[src/rtl/shadow_dec_pkg.sv]
package shadow_dec_pkg;
  typedef enum logic [2:0] {
    RG_NONE   = 3'd0,
    RG_VIDEO  = 3'd1,
    RG_REPL   = 3'd2,
    RG_EXTRA  = 3'd3,
    RG_NVPAGE = 3'd4
  } region_e;
endpackage

[src/rtl/sdec_sync.sv]
module sdec_sync #(
  parameter int STAGES = 2
) (
  input  logic clk,
  input  logic rst_n,
  input  logic d,
  output logic q
);
  logic [STAGES-1:0] chain_q;
  logic [STAGES-1:0] chain_d;

  generate
    for (genvar i = 0; i < STAGES; i++) begin : g_stage
      if (i == 0) begin : g_first
        always_comb chain_d[i] = d;
      end else begin : g_next
        always_comb chain_d[i] = chain_q[i-1];
      end
    end
  endgenerate

  always_ff @(posedge clk or negedge rst_n) begin
    if (!rst_n) chain_q <= '0;
    else        chain_q <= chain_d;
  end

  assign q = chain_q[STAGES-1];
endmodule

[src/rtl/sdec_region.sv]
module sdec_region
  import shadow_dec_pkg::*;
#(
  parameter int          ADDR_W     = 20,
  parameter logic [19:0] VID_BASE   = 20'h20000,
  parameter logic [19:0] WIN_SIZE   = 20'h10000,
  parameter logic [19:0] EXTRA_BASE = 20'h40000,
  parameter logic [19:0] EXTRA_SIZE = 20'h40000,
  parameter logic [19:0] NV_BASE    = 20'hE0000,
  parameter logic [19:0] NV_SIZE    = 20'h20000
) (
  input  logic [ADDR_W-1:0] addr,
  input  logic              exp_on,
  output region_e           region
);
  localparam logic [ADDR_W:0] VID_LO   = ADDR_W'(VID_BASE);
  localparam logic [ADDR_W:0] REPL_LO  = VID_LO + ADDR_W'(WIN_SIZE);
  localparam logic [ADDR_W:0] REPL_END = REPL_LO + ADDR_W'(WIN_SIZE);
  localparam logic [ADDR_W:0] EXT_LO   = ADDR_W'(EXTRA_BASE);
  localparam logic [ADDR_W:0] EXT_END  = EXT_LO + ADDR_W'(EXTRA_SIZE);
  localparam logic [ADDR_W:0] NV_LO    = ADDR_W'(NV_BASE);
  localparam logic [ADDR_W:0] NV_END   = NV_LO + ADDR_W'(NV_SIZE);

  logic [ADDR_W:0] a_ext;
  assign a_ext = {1'b0, addr};

  always_comb begin
    region = RG_NONE;
    if (a_ext >= VID_LO && a_ext < REPL_LO)
      region = RG_VIDEO;
    else if (a_ext >= REPL_LO && a_ext < REPL_END)
      region = RG_REPL;
    else if (exp_on && a_ext >= EXT_LO && a_ext < EXT_END)
      region = RG_EXTRA;
    else if (exp_on && a_ext >= NV_LO && a_ext < NV_END)
      region = RG_NVPAGE;
  end
endmodule

[src/rtl/sdec_remap.sv]
module sdec_remap
  import shadow_dec_pkg::*;
#(
  parameter int          ADDR_W     = 20,
  parameter int          SRAM_W     = 19,
  parameter logic [19:0] VID_BASE   = 20'h20000,
  parameter logic [19:0] EXTRA_BASE = 20'h40000,
  parameter logic [19:0] NV_BASE    = 20'hE0000,
  parameter logic [18:0] EXTRA_SRAM = 19'h20000,
  parameter logic [18:0] NV_SRAM    = 19'h60000
) (
  input  logic [ADDR_W-1:0] addr,
  input  region_e           region,
  output logic [SRAM_W-1:0] sram_addr
);
  logic [ADDR_W-1:0] base;
  logic [SRAM_W-1:0] sbase;
  logic [ADDR_W-1:0] offs;

  always_comb begin
    base  = ADDR_W'(VID_BASE);
    sbase = '0;
    unique case (region)
      RG_EXTRA: begin
        base  = ADDR_W'(EXTRA_BASE);
        sbase = SRAM_W'(EXTRA_SRAM);
      end
      RG_NVPAGE: begin
        base  = ADDR_W'(NV_BASE);
        sbase = SRAM_W'(NV_SRAM);
      end
      default: ;
    endcase
    offs      = addr - base;
    sram_addr = (region == RG_NONE) ? '0 : sbase + offs[SRAM_W-1:0];
  end
endmodule

[src/rtl/sdec_strobe.sv]
module sdec_strobe
  import shadow_dec_pkg::*;
(
  input  logic    clk,
  input  logic    rst_n,
  input  region_e region,
  input  logic    rd,
  input  logic    ds_n,
  input  logic    nv_wen,
  output logic    mb_off,
  output logic    cs_n,
  output logic    we_n,
  output logic    dtack_n
);
  logic hit, active, own_cycle, wr_ok;

  always_comb begin
    hit       = (region != RG_NONE);
    active    = !ds_n;
    mb_off    = (region == RG_REPL) || (region == RG_VIDEO && rd);
    own_cycle = mb_off || region == RG_EXTRA || region == RG_NVPAGE;
    wr_ok     = (region != RG_NVPAGE) || nv_wen;
    cs_n      = !(hit && active);
    we_n      = !(hit && active && !rd && wr_ok);
    dtack_n   = !(active && own_cycle);
  end

  // strobe inactive leaves every cycle output idle
  p_idle_strobe_r9: assert property (@(posedge clk) disable iff (!rst_n)
    ds_n |-> (cs_n && we_n && dtack_n));

  // reads never write-enable the static RAM
  p_read_no_we_r10: assert property (@(posedge clk) disable iff (!rst_n)
    rd |-> we_n);

  // shadow write leaves termination to the motherboard
  p_video_wr_r3: assert property (@(posedge clk) disable iff (!rst_n)
    (region == RG_VIDEO && !rd && !ds_n) |-> (!we_n && dtack_n && !mb_off));

  // shadow read is served locally
  p_video_rd_r2: assert property (@(posedge clk) disable iff (!rst_n)
    (region == RG_VIDEO && rd && !ds_n) |-> (!cs_n && !dtack_n && mb_off));

  // blocked write to the protected page still acknowledged
  p_nv_block_r6: assert property (@(posedge clk) disable iff (!rst_n)
    (region == RG_NVPAGE && !rd && !ds_n && !nv_wen) |-> (we_n && !dtack_n));
endmodule

[src/rtl/shadow_ram_decoder.sv]
module shadow_ram_decoder
  import shadow_dec_pkg::*;
#(
  parameter int ADDR_W      = 20,
  parameter int SRAM_W      = 19,
  parameter int SYNC_STAGES = 2
) (
  input  logic              clk,
  input  logic              rst_n,
  input  logic [ADDR_W-1:0] cpu_addr,
  input  logic              cpu_rd,
  input  logic              cpu_ds_n,
  input  logic              nv_wr_allow,
  input  logic              exp_switch,
  output logic              sram_cs_n,
  output logic              sram_we_n,
  output logic [SRAM_W-1:0] sram_addr,
  output logic              mb_disable,
  output logic              dtack_n
);
  localparam logic [ADDR_W-1:0] EXT_FLOOR = ADDR_W'(20'h40000);

  logic    rst_sync_n;
  logic    exp_on_s;
  region_e region;

  sdec_sync #(.STAGES(SYNC_STAGES)) u_rst_sync (
    .clk(clk), .rst_n(rst_n), .d(1'b1), .q(rst_sync_n)
  );

  sdec_sync #(.STAGES(SYNC_STAGES)) u_exp_sync (
    .clk(clk), .rst_n(rst_sync_n), .d(exp_switch), .q(exp_on_s)
  );

  sdec_region #(.ADDR_W(ADDR_W)) u_region (
    .addr(cpu_addr), .exp_on(exp_on_s), .region(region)
  );

  sdec_remap #(.ADDR_W(ADDR_W), .SRAM_W(SRAM_W)) u_remap (
    .addr(cpu_addr), .region(region), .sram_addr(sram_addr)
  );

  sdec_strobe u_strobe (
    .clk(clk), .rst_n(rst_n), .region(region), .rd(cpu_rd),
    .ds_n(cpu_ds_n), .nv_wen(nv_wr_allow), .mb_off(mb_disable),
    .cs_n(sram_cs_n), .we_n(sram_we_n), .dtack_n(dtack_n)
  );

  // with the switch seen as off, no upper window answers
  p_ext_off_r7: assert property (@(posedge clk) disable iff (!rst_n)
    (!exp_on_s && cpu_addr >= EXT_FLOOR) |-> (sram_cs_n && dtack_n && sram_we_n));

  // motherboard disable is steady across a strobe change
  p_mb_steady_r8: assert property (@(posedge clk) disable iff (!rst_n)
    ($stable(cpu_addr) && $stable(cpu_rd)) |-> $stable(mb_disable));
endmodule

[config.mk]
export PLATFORM = sky130hd
export DESIGN_NAME = shadow_ram_decoder
export DESIGN_NICKNAME = d
export VERILOG_FILES = /design/src/rtl/shadow_dec_pkg.sv /design/src/rtl/sdec_sync.sv /design/src/rtl/sdec_region.sv /design/src/rtl/sdec_remap.sv /design/src/rtl/sdec_strobe.sv /design/src/rtl/shadow_ram_decoder.sv
export SDC_FILE = /design/constraint.sdc
export NUM_CORES = 1
export LEC_CHECK = 0
export BUFFER_PORTS_ARGS = -buffer_cell sky130_fd_sc_hd__buf_2
export CAP_MARGIN = 30
export CORE_UTILIZATION = 50
export DETAILED_ROUTE_END_ITERATION = 10
export HOLD_SLACK_MARGIN = 0.05
export PLACE_DENSITY = 0.81
export SETUP_SLACK_MARGIN = 0.1
export SLEW_MARGIN = 20
export SYNTH_ARGS = -nofsm -noshare
export SYNTH_HDL_FRONTEND = slang
export SYNTH_HIERARCHICAL = 1
export SYNTH_SLANG_ARGS = --single-unit
[constraint.sdc]
create_clock -name clk -period 4.6 [get_ports clk]
set_input_delay 1.15 -clock clk [delete_from_list [all_inputs] [get_ports clk]]
set_output_delay 1.15 -clock clk [all_outputs]
set_load 0.02 [all_outputs]
# Yosys cells after proc, flatten, opt, wreduce, memory -nomap -nowiden

Index checks and enable logic that the tools add are counted.

Equality and inequality tests: 5
Magnitude comparators: 8
Add/sub/neg operators: 2
Multiplexer cells: 7
Reduce and logical (&&, ||, !) cells: 22

Operators by type and width:

| kind                                                                                   | number |
|---|---|
| 19-bit one-hot mux with 2 select lines                                                 | 2 |
| 20-bit by 18-bit greater-or-equal comparator with 1-bit output (second input constant) | 2 |
| 20-bit by 21-bit < comparator with 1-bit output (second input constant)                | 1 |
| 20-bit by 19-bit greater-or-equal comparator with 1-bit output (second input constant) | 1 |
| 20-bit greater-or-equal comparator (second input constant)                             | 1 |
| 20-bit by 18-bit < comparator with 1-bit output (second input constant)                | 1 |
| 20-bit by 19-bit < comparator with 1-bit output (second input constant)                | 1 |
| 20-bit < comparator (second input constant)                                            | 1 |
| 19-bit adder                                                                           | 1 |
| 19-bit 2-to-1 mux                                                                      | 1 |
| 19-bit subtractor                                                                      | 1 |
| 3-bit 2-to-1 mux                                                                       | 4 |
| 1-bit logical AND                                                                      | 11 |
| 3-bit by 2-bit == test with 1-bit output (second input constant)                       | 2 |
| 1-bit logical NOT                                                                      | 5 |
| 1-bit logical OR                                                                       | 4 |
| 3-bit by 1-bit == test with 1-bit output (second input constant)                       | 1 |
| 3-bit == test (second input constant)                                                  | 1 |
| 3-bit logical NOT                                                                      | 1 |
| 3-bit != test (second input constant)                                                  | 1 |
| 3-bit nonzero test                                                                     | 1 |

Register bits after elaboration: 4
Logic and storage cells: 46
Output and inout port bits: 23

# Depth between registers and ports, before layout

Gate-level depths: netlist of the first run.

Depth after elaboration: 14
Gate-level depth with buffers: 11
Depth with buffers taken out: 11

# By module

The synthesis of the first run kept the hierarchy.

Modules (own cells, without submodules):

| module             | cells an instance | seq. area each (um^2) | times used | area an instance (um^2) |
|---|---|---|---|---|
| sdec_remap         | 171               | 0.0                   | 1          | 1084.8 |
| sdec_sync          | 2                 | 50.0                  | 2          | 50.0 |
| sdec_strobe        | 9                 | 0.0                   | 1          | 62.6 |
| sdec_region        | 7                 | 0.0                   | 1          | 37.5 |
| shadow_ram_decoder | 1                 | 0.0                   | 1          | 3.8 |

# Worst setup path after synthesis of the first run

OpenSTA, ideal clock, no wires.

Kind: input to output
Start: input port cpu_addr[18]
End: output port sram_addr[18]
Required time: 3450 ps
Arrival time: 3411 ps
Setup slack: 39 ps
Stages on the path: 11
Cell sequence: or3b_1 a21oi_1 nor2_1 nand2_1 xnor2_1 ha_1 nand4_1 or3_1 o2111ai_2 a21oi_2 mux2i_1

Elaborated cells between the ends (all ways): 26

RTL lines:

| element                                                                          | line                     | RTL |
|---|---|---|
| from (decl)                                                                      | shadow_ram_decoder.sv:10 | `input logic [ADDR_W-1:0] cpu_addr,` |
| 20-bit by 19-bit greater-or-equal comparator with 1-bit output                   | sdec_region.sv:33        | `else if (exp_on && a_ext >= EXT_LO && a_ext < EXT_END)` |
| 1-bit logical AND (2 in a row)                                                   | sdec_region.sv:33        |  |
| 3-bit 2-to-1 mux                                                                 | sdec_region.sv:33        |  |
| 3-bit 2-to-1 mux                                                                 | sdec_region.sv:31        | `else if (a_ext >= REPL_LO && a_ext < REPL_END)` |
| 3-bit 2-to-1 mux (*)                                                             | sdec_region.sv:29        | `if (a_ext >= VID_LO && a_ext < REPL_LO)` |
| via region[0]                                                                    | shadow_ram_decoder.sv:25 | `region_e region;` |
| 3-bit == test / 3-bit by 2-bit == test with 1-bit output (equally long branches) | sdec_remap.sv:23         | `unique case (region)` |
| 19-bit one-hot mux with 2 select lines                                           | sdec_remap.sv:23         |  |
| 19-bit subtractor                                                                | sdec_remap.sv:34         | `offs = addr - base;` |
| 19-bit adder                                                                     | sdec_remap.sv:35         | `sram_addr = (region == RG_NONE) ? '0 : sbase + offs[SRAM_W-1:0];` |
| 19-bit 2-to-1 mux (*)                                                            | sdec_remap.sv:35         |  |
| to (decl)                                                                        | shadow_ram_decoder.sv:17 | `output logic [SRAM_W-1:0] sram_addr,` |

Mark *: on every way through the listed nets, which the timed path passes. The rest lies on a longest branch.

# Worst setup path in the final report of the first run

Start: input port cpu_addr[16]
End: output port sram_addr[18]

The elaborated chain is that of the path after synthesis.

==> impl_metrics.yaml, run 1 <==
routing:
  drt_iter0_markers: 30
  vias: 1534
  routed_wl_mm: 3.12
  dr.pass1.iters: 4
  drcViolationCount: 0
  routedWlPerCell_um: 11.3
  post_drt_via_cell_ratio: 5.56
  ant_nets: 0
finish:
  nFillCells: 247
  area_growth_pct: 28.3
  nNetsFinal: 291
  layout-drive-gt1-share_pct: 28.0
  final_common_cell: "buf_2"
  final_cell_mix: "buf_2 (46), a21oi_1 (24), nand2_1 (22), inv_1 (21), ha_1 (17)"
  postLayoutCoreUtil_pct: 67.4
  diodes: 0
floorplanning:
  rows: 18
  ios: 49
  core-area_um2: 2450
  die_w_um: 52.8
  die_h_um: 52.8
  die-area_um2: 2780
  start_util_pct: 52.5
timing:
  final-max-slew-violation-count: 0
  period_needed_ns: 4.47
  fin_crit_sh_pct: 97.3
  finalSetupTns_ns: 0
  hold_viol: 0
  setup_viol: 0
  finalClockSkew_ns: 0.00322
  fmax_ghz: 0.223
  rsz0062_at_grt: "yes"
clock_network:
  numCtsBuffers: 3
  cts_tree: "built"
  clock_sink_count: 4
  cts-root-buf: "clkbuf_4"
  clockBufferDepth: 2
  worstSkewPairLatency_ns: 0.23
  htreeDepth: 1
  cts.clk_slew.worst_paths_ns: 0.04
synthesis:
  synth_ff_type: "dfrtp_1"
  syn-num-nets: 235
  syn_area_per_cell_um2: 6.71
  ys_seq_elements: 4
  synthCells: 192
  yosys.area.top_type: "ha_1"
  yosys.cell_types.count: 41
  synth_edf_count: 0
  ys_warn_count: 6
  synthesis.area_um2: 1290
  synthTopCellsByArea: "ha_1 (17%), a21oi_1 (9.7%), dfrtp_1 (7.8%)"
  synth-seq-area-share_pct: 7.77
  async_flop_share_pct: 100
  yosys.area.top_type_share_pct: 16.5
power:
  leakage_nw: 0.878
  pwr-share-seq_pct: 12.5
  power.net_switching_mw: 0.146
  power_density_nw_per_um2: 182
  internal_power_mw: 0.155
  pwr-share-clk_pct: 14.6
  switching_share_pct: 48.4
  combPwrFrac_pct: 72.9
  report.power.total_mw: 0.301
  ir_drop_mv: 0.165
global_route:
  antenna_found_initial: 0
  grt_pass1_vias: 1333
  overflow: 0
  grt_start_max_net_pins: 14
  grt_pass1_wl_mm: 5.21
  grt_usage_pct: 24.0
setup_path:
  critPathBufInv: 2
  path_cells: "buf_2 > or3b_4 > a21oi_4 > nor2_2 > nand2_1 > xnor2_1 > ha_1 > nand4_1 > or3_4 > o2111ai_2 > a21oi_2 > mux2i_2 > buf_4"
  cp-start-kind: "input port"
  end_kind: "output port"
  arrival_ns: 3.32
  required_ns: 3.45
  cp_slowest_cell: "or3b_4"
  crit_family: "simple AND/OR/NAND/NOR gates"
  crit_path_max_fanout: 4
  crit_type: "in -> out"
  max_stage_delay_ns: 0.41
place:
  gp_routability_congestion: 0.873
  io_buffers: 48
  dp.final_hpwl_mm: 2.52
run_status:
  status: "completed"
run:
  max_cap_violations: 0
worst_hold_path:
  hold_class: "reg -> reg"
-- through the flow --
| step | worst slack, ns | cells | area (um2) | hold slack [ns] |
|---|---|---|---|---|
| after floorplan | 0.193 | 192 | 1300 | 0.0111 |
| after global placement | 0.124 | 271 | 1590 | 0.0213 |
| after detailed placement | 0.0221 | 271 | 1590 | 0.0213 |
| after CTS | 0.103 | 276 | 1630 | 0.352 |
| after global routing | 0.00773 | 276 | 1650 | 0.352 |
| final | 0.126 | 276 | 1650 | 0.347 |
-- worst paths after layout --
path,start,end,slack [ns],depth (start not counted)
max,cpu_addr[16],sram_addr[18],0.13,13
min,u_exp_sync/chain_q[0],u_exp_sync/chain_q[1],0.35,0
max reg2reg,u_rst_sync/chain_q[1],u_exp_sync/chain_q[1],3.93,1
min reg2reg,u_exp_sync/chain_q[0],u_exp_sync/chain_q[1],0.35,0
max in group asynchronous,rst_n,u_rst_sync/chain_q[0],3.80,1
min in group asynchronous,u_rst_sync/chain_q[1],u_exp_sync/chain_q[0],0.55,1
-- logic make-up after synthesis --
kind of cell / Yosys count / synth area share (%)
xor gates and xnor gates: 7 / 4.76
AOI/OAI and AO/OA: 62 / 31.9
other: 1 / 0.291
DFF: 4 / 7.77
adders and majority gates: 17 / 16.5
muxes: 5 / 3.88
and+or+nand+nor: 72 / 27.8
buffers and inverters: 24 / 7.09
-- layout make-up --
type | instances | area [um2] | share of cell area, %
Inverter | 21 | 78.8 | 4.77
Sequential cell | 4 | 100 | 6.05
Multi-Input combinational cell | 164 | 1120 | 67.9
Clock buffer | 3 | 22.5 | 1.36
Timing Repair Buffer | 54 | 293 | 17.7
Tap cell | 30 | 37.5 | 2.27
-- sequential cells by signal, indices dropped and copies added (netlist names) --
name,count
u_exp_sync/chain_q,2
u_rst_sync/chain_q,2
-- Yosys cell counts (2+ instances only) --
library cell and count:
a21oi_1 25, nand2_1 22, inv_1 21, ha_1 17
nor2_1 16, o21ai_0 11, nor3_1 7, nand2b_1 6
mux2i_1 5, nand3_1 5, a21o_1 4, dfrtp_1 4
o21a_1 4, xnor2_1 4, nand4_1 3, o21bai_1 3
or3_1 3, xor2_1 3, a211oi_1 2, a21boi_0 2
clkbuf_1 2, nand3b_1 2, nor3b_1 2, o211ai_1 2
-- power groups by stage --
stage                     combinational [mW]  sequential [mW]  clock, mW
after floorplan                        0.155           0.0381          0
after global placement                 0.210           0.0382          0
after detailed placement               0.213           0.0383          0
after CTS                              0.217           0.0376     0.0458
after global routing                   0.243           0.0377     0.0477
final                                  0.219           0.0375     0.0439
-- per-layer routing --
| layer | up-vias | part of all wire [%] | track usage (%) |
|---|---|---|---|
| li1 | 794 | - | - |
| met5 | - | 0 | 0 |
| met3 | 2 | 4.1 | 2.03 |
| met1 | 693 | 44 | 28.8 |
| met2 | 45 | 51 | 45.8 |
| met4 | 0 | 0.26 | 4.39 |
-- repair_timing --
item / 4_1_cts / 5_1_grt
gates cloned: 0 / 0
hold buffers: 1 / 0
pin swaps: 0 / 4
endpoints found under the setup margin: 1 / 1
endpoints found under the hold margin: 2 / 0
resized for setup: 1 / 5
setup buffers: 1 / 0
Note: power is estimated with default switching activity, not from simulation.
==> run 2, diff against run 1 <==
CORE_UTILIZATION = 40   (was 50)
PLACE_DENSITY = 0.67   (was 0.81)
==> run 2 against run 1 <==
Against the previous run: sequential power about the same; combinational power barely moved; sequential cell count did not move; hold slack worse by 0.0027 ns; global-route usage shrank 5.5 points; wire length rose by 2.6%; clock-buffer cell count is the same; maximum frequency about the same; critical path type unchanged; critical endpoint unchanged; largest cell class unchanged; largest power group unchanged; highest routed layer is now met3.
==> impl_metrics.yaml, run 2 (synthesized netlist as in run 1, its figures left out) <==
run_status:
  status: "completed"
setup_path:
  path_cells: "buf_8 > or3b_1 > a21oi_2 > nor2_1 > nand2_1 > xnor2_1 > ha_1 > nand4_1 > or3_1 > o2111ai_2 > a21oi_2 > mux2i_2 > buf_4"
  required_ns: 3.45
  crit_path_max_fanout: 4
  cp-start-kind: "input port"
  arrival_ns: 3.32
  crit_type: "in -> out"
  crit_family: "simple AND/OR/NAND/NOR gates"
  cp_slowest_cell: "or3_1"
  critPathBufInv: 2
  crit_top_cell: "a21oi_2"
  max_stage_delay_ns: 0.41
  end_kind: "output port"
global_route:
  met3_usage_pct: 1.98
  grt_pass1_vias: 1283
  grt_pass1_wl_mm: 5.15
  grt_use_met1_pct: 25.3
  grt_start_max_net_pins: 14
  top_usage_layer: "met2"
  antenna_found_initial: 0
  overflow: 0
  grt_usage_pct: 18.5
  use_met2_pct: 32.1
finish:
  seqCellArea_um2: 100
  layout-drive-gt1-share_pct: 27.7
  final_cell_mix: "buf_2 (44), a21oi_1 (24), nand2_1 (22), inv_1 (21), ha_1 (17)"
  area_growth_pct: 31.4
  diodes: 0
  multi_input_area_um2: 1100
  nFillCells: 347
  nNetsFinal: 294
  final_common_cell: "buf_2"
  largest_registers: "u_exp_sync/chain_q: 2 flops, u_rst_sync/chain_q: 2 flops"
power:
  ir_drop_mv: 0.141
  leakage_nw: 0.893
  power_density_nw_per_um2: 178
clock_network:
  clock_sink_count: 4
  cts.clk_slew.worst_paths_ns: 0.04
  cts-root-buf: "clkbuf_4"
  numCtsBuffers: 3
  htreeDepth: 1
  worstSkewPairLatency_ns: 0.23
  cts_tree: "built"
  clockBufferDepth: 2
floorplanning:
  die_h_um: 58.8
  die_w_um: 58.8
  start_util_pct: 42.2
  core-area_um2: 3050
  ios: 49
  die-area_um2: 3450
  rows: 20
timing:
  rsz0062_at_grt: "yes"
  period_needed_ns: 4.47
  finalSetupTns_ns: 0
  hold_viol: 0
  fin_ws_ns: 0.127
  fmax_ghz: 0.224
  fin_crit_sh_pct: 97.2
  finalClockSkew_ns: 0.00100
  final-max-slew-violation-count: 0
  setup_viol: 0
routing:
  vias: 1521
  routedWlPerCell_um: 10.9
  drt_iter0_markers: 38
  post_drt_via_cell_ratio: 5.19
  routed_wl_mm: 3.20
  dr.pass1.iters: 4
  ant_nets: 0
  drcViolationCount: 0
place:
  gp_routability_congestion: 0.785
  dp.final_hpwl_mm: 2.58
  pre_cts_slack_ns: 0.122
  io_buffers: 48
run:
  max_cap_violations: 0
worst_hold_path:
  hold_class: "reg -> reg"
==> run 2: changes by cell type in the layout (fill, tap and decap cells not counted), sizes merged <==
cell	previous run	this run
buf	53	56
==> run 2: power by group <==
group / internal (mW) / switching (mW)
logic: 0.0917 / 0.130
registers: 0.0372 / 0.000415
clock network: 0.0291 / 0.0132
==> run 2: routing by layer <==
| metal | share of wire [%] | wire (um) |
|---|---|---|
| met1 | 50 | 1610 |
| met2 | 47 | 1500 |
| met3 | 2.7 | 87 |
| met4 | 0 | 0 |
| met5 | 0 | 0 |
==> run 2: what timing repair did <==
action | 4_1_cts | 5_1_grt
endpoints found under the setup margin | 0 | 1
gates resized for setup | 0 | 7
hold endpoints to repair | 2 | 0
hold buffers | 1 | 0
setup buffers | 0 | 3
==> run 2: area by class of cell <==
| cell class | count | share of cell area (%) |
|---|---|---|
| well taps | 44 | 3.25 |
| inverters | 21 | 4.66 |
| flip-flops and latches | 4 | 5.91 |
| multi-input cells | 164 | 65.3 |
| repair buffers | 57 | 19.6 |
| clock buffers | 3 | 1.33 |
==> run 2: final timing paths <==
path | start | endpoint | slack, ns | cells past startpoint
max | cpu_addr[16] | sram_addr[18] | 0.13 | 13
max reg2reg | u_rst_sync/chain_q[1] | u_exp_sync/chain_q[1] | 3.91 | 1
min | u_rst_sync/chain_q[0] | u_rst_sync/chain_q[1] | 0.34 | 0
max in group asynchronous | rst_n | u_rst_sync/chain_q[0] | 3.80 | 1
min reg2reg | u_rst_sync/chain_q[0] | u_rst_sync/chain_q[1] | 0.34 | 0
min in group asynchronous | u_rst_sync/chain_q[1] | u_exp_sync/chain_q[0] | 0.56 | 1
==> run 2: per-stage QoR <==
stage                     power (mW)  hold WS [ns]  instance area [um2]  std cells  util, %
final                          0.302         0.344                 1690        293     55.5
after global routing           0.330         0.359                 1690        293     55.5
after CTS                      0.300         0.347                 1650        290     54.0
after detailed placement       0.253        0.0205                 1620        286     53.0
after global placement         0.252        0.0208                 1620        286     53.0
after floorplan                0.193        0.0111                 1300        192        -
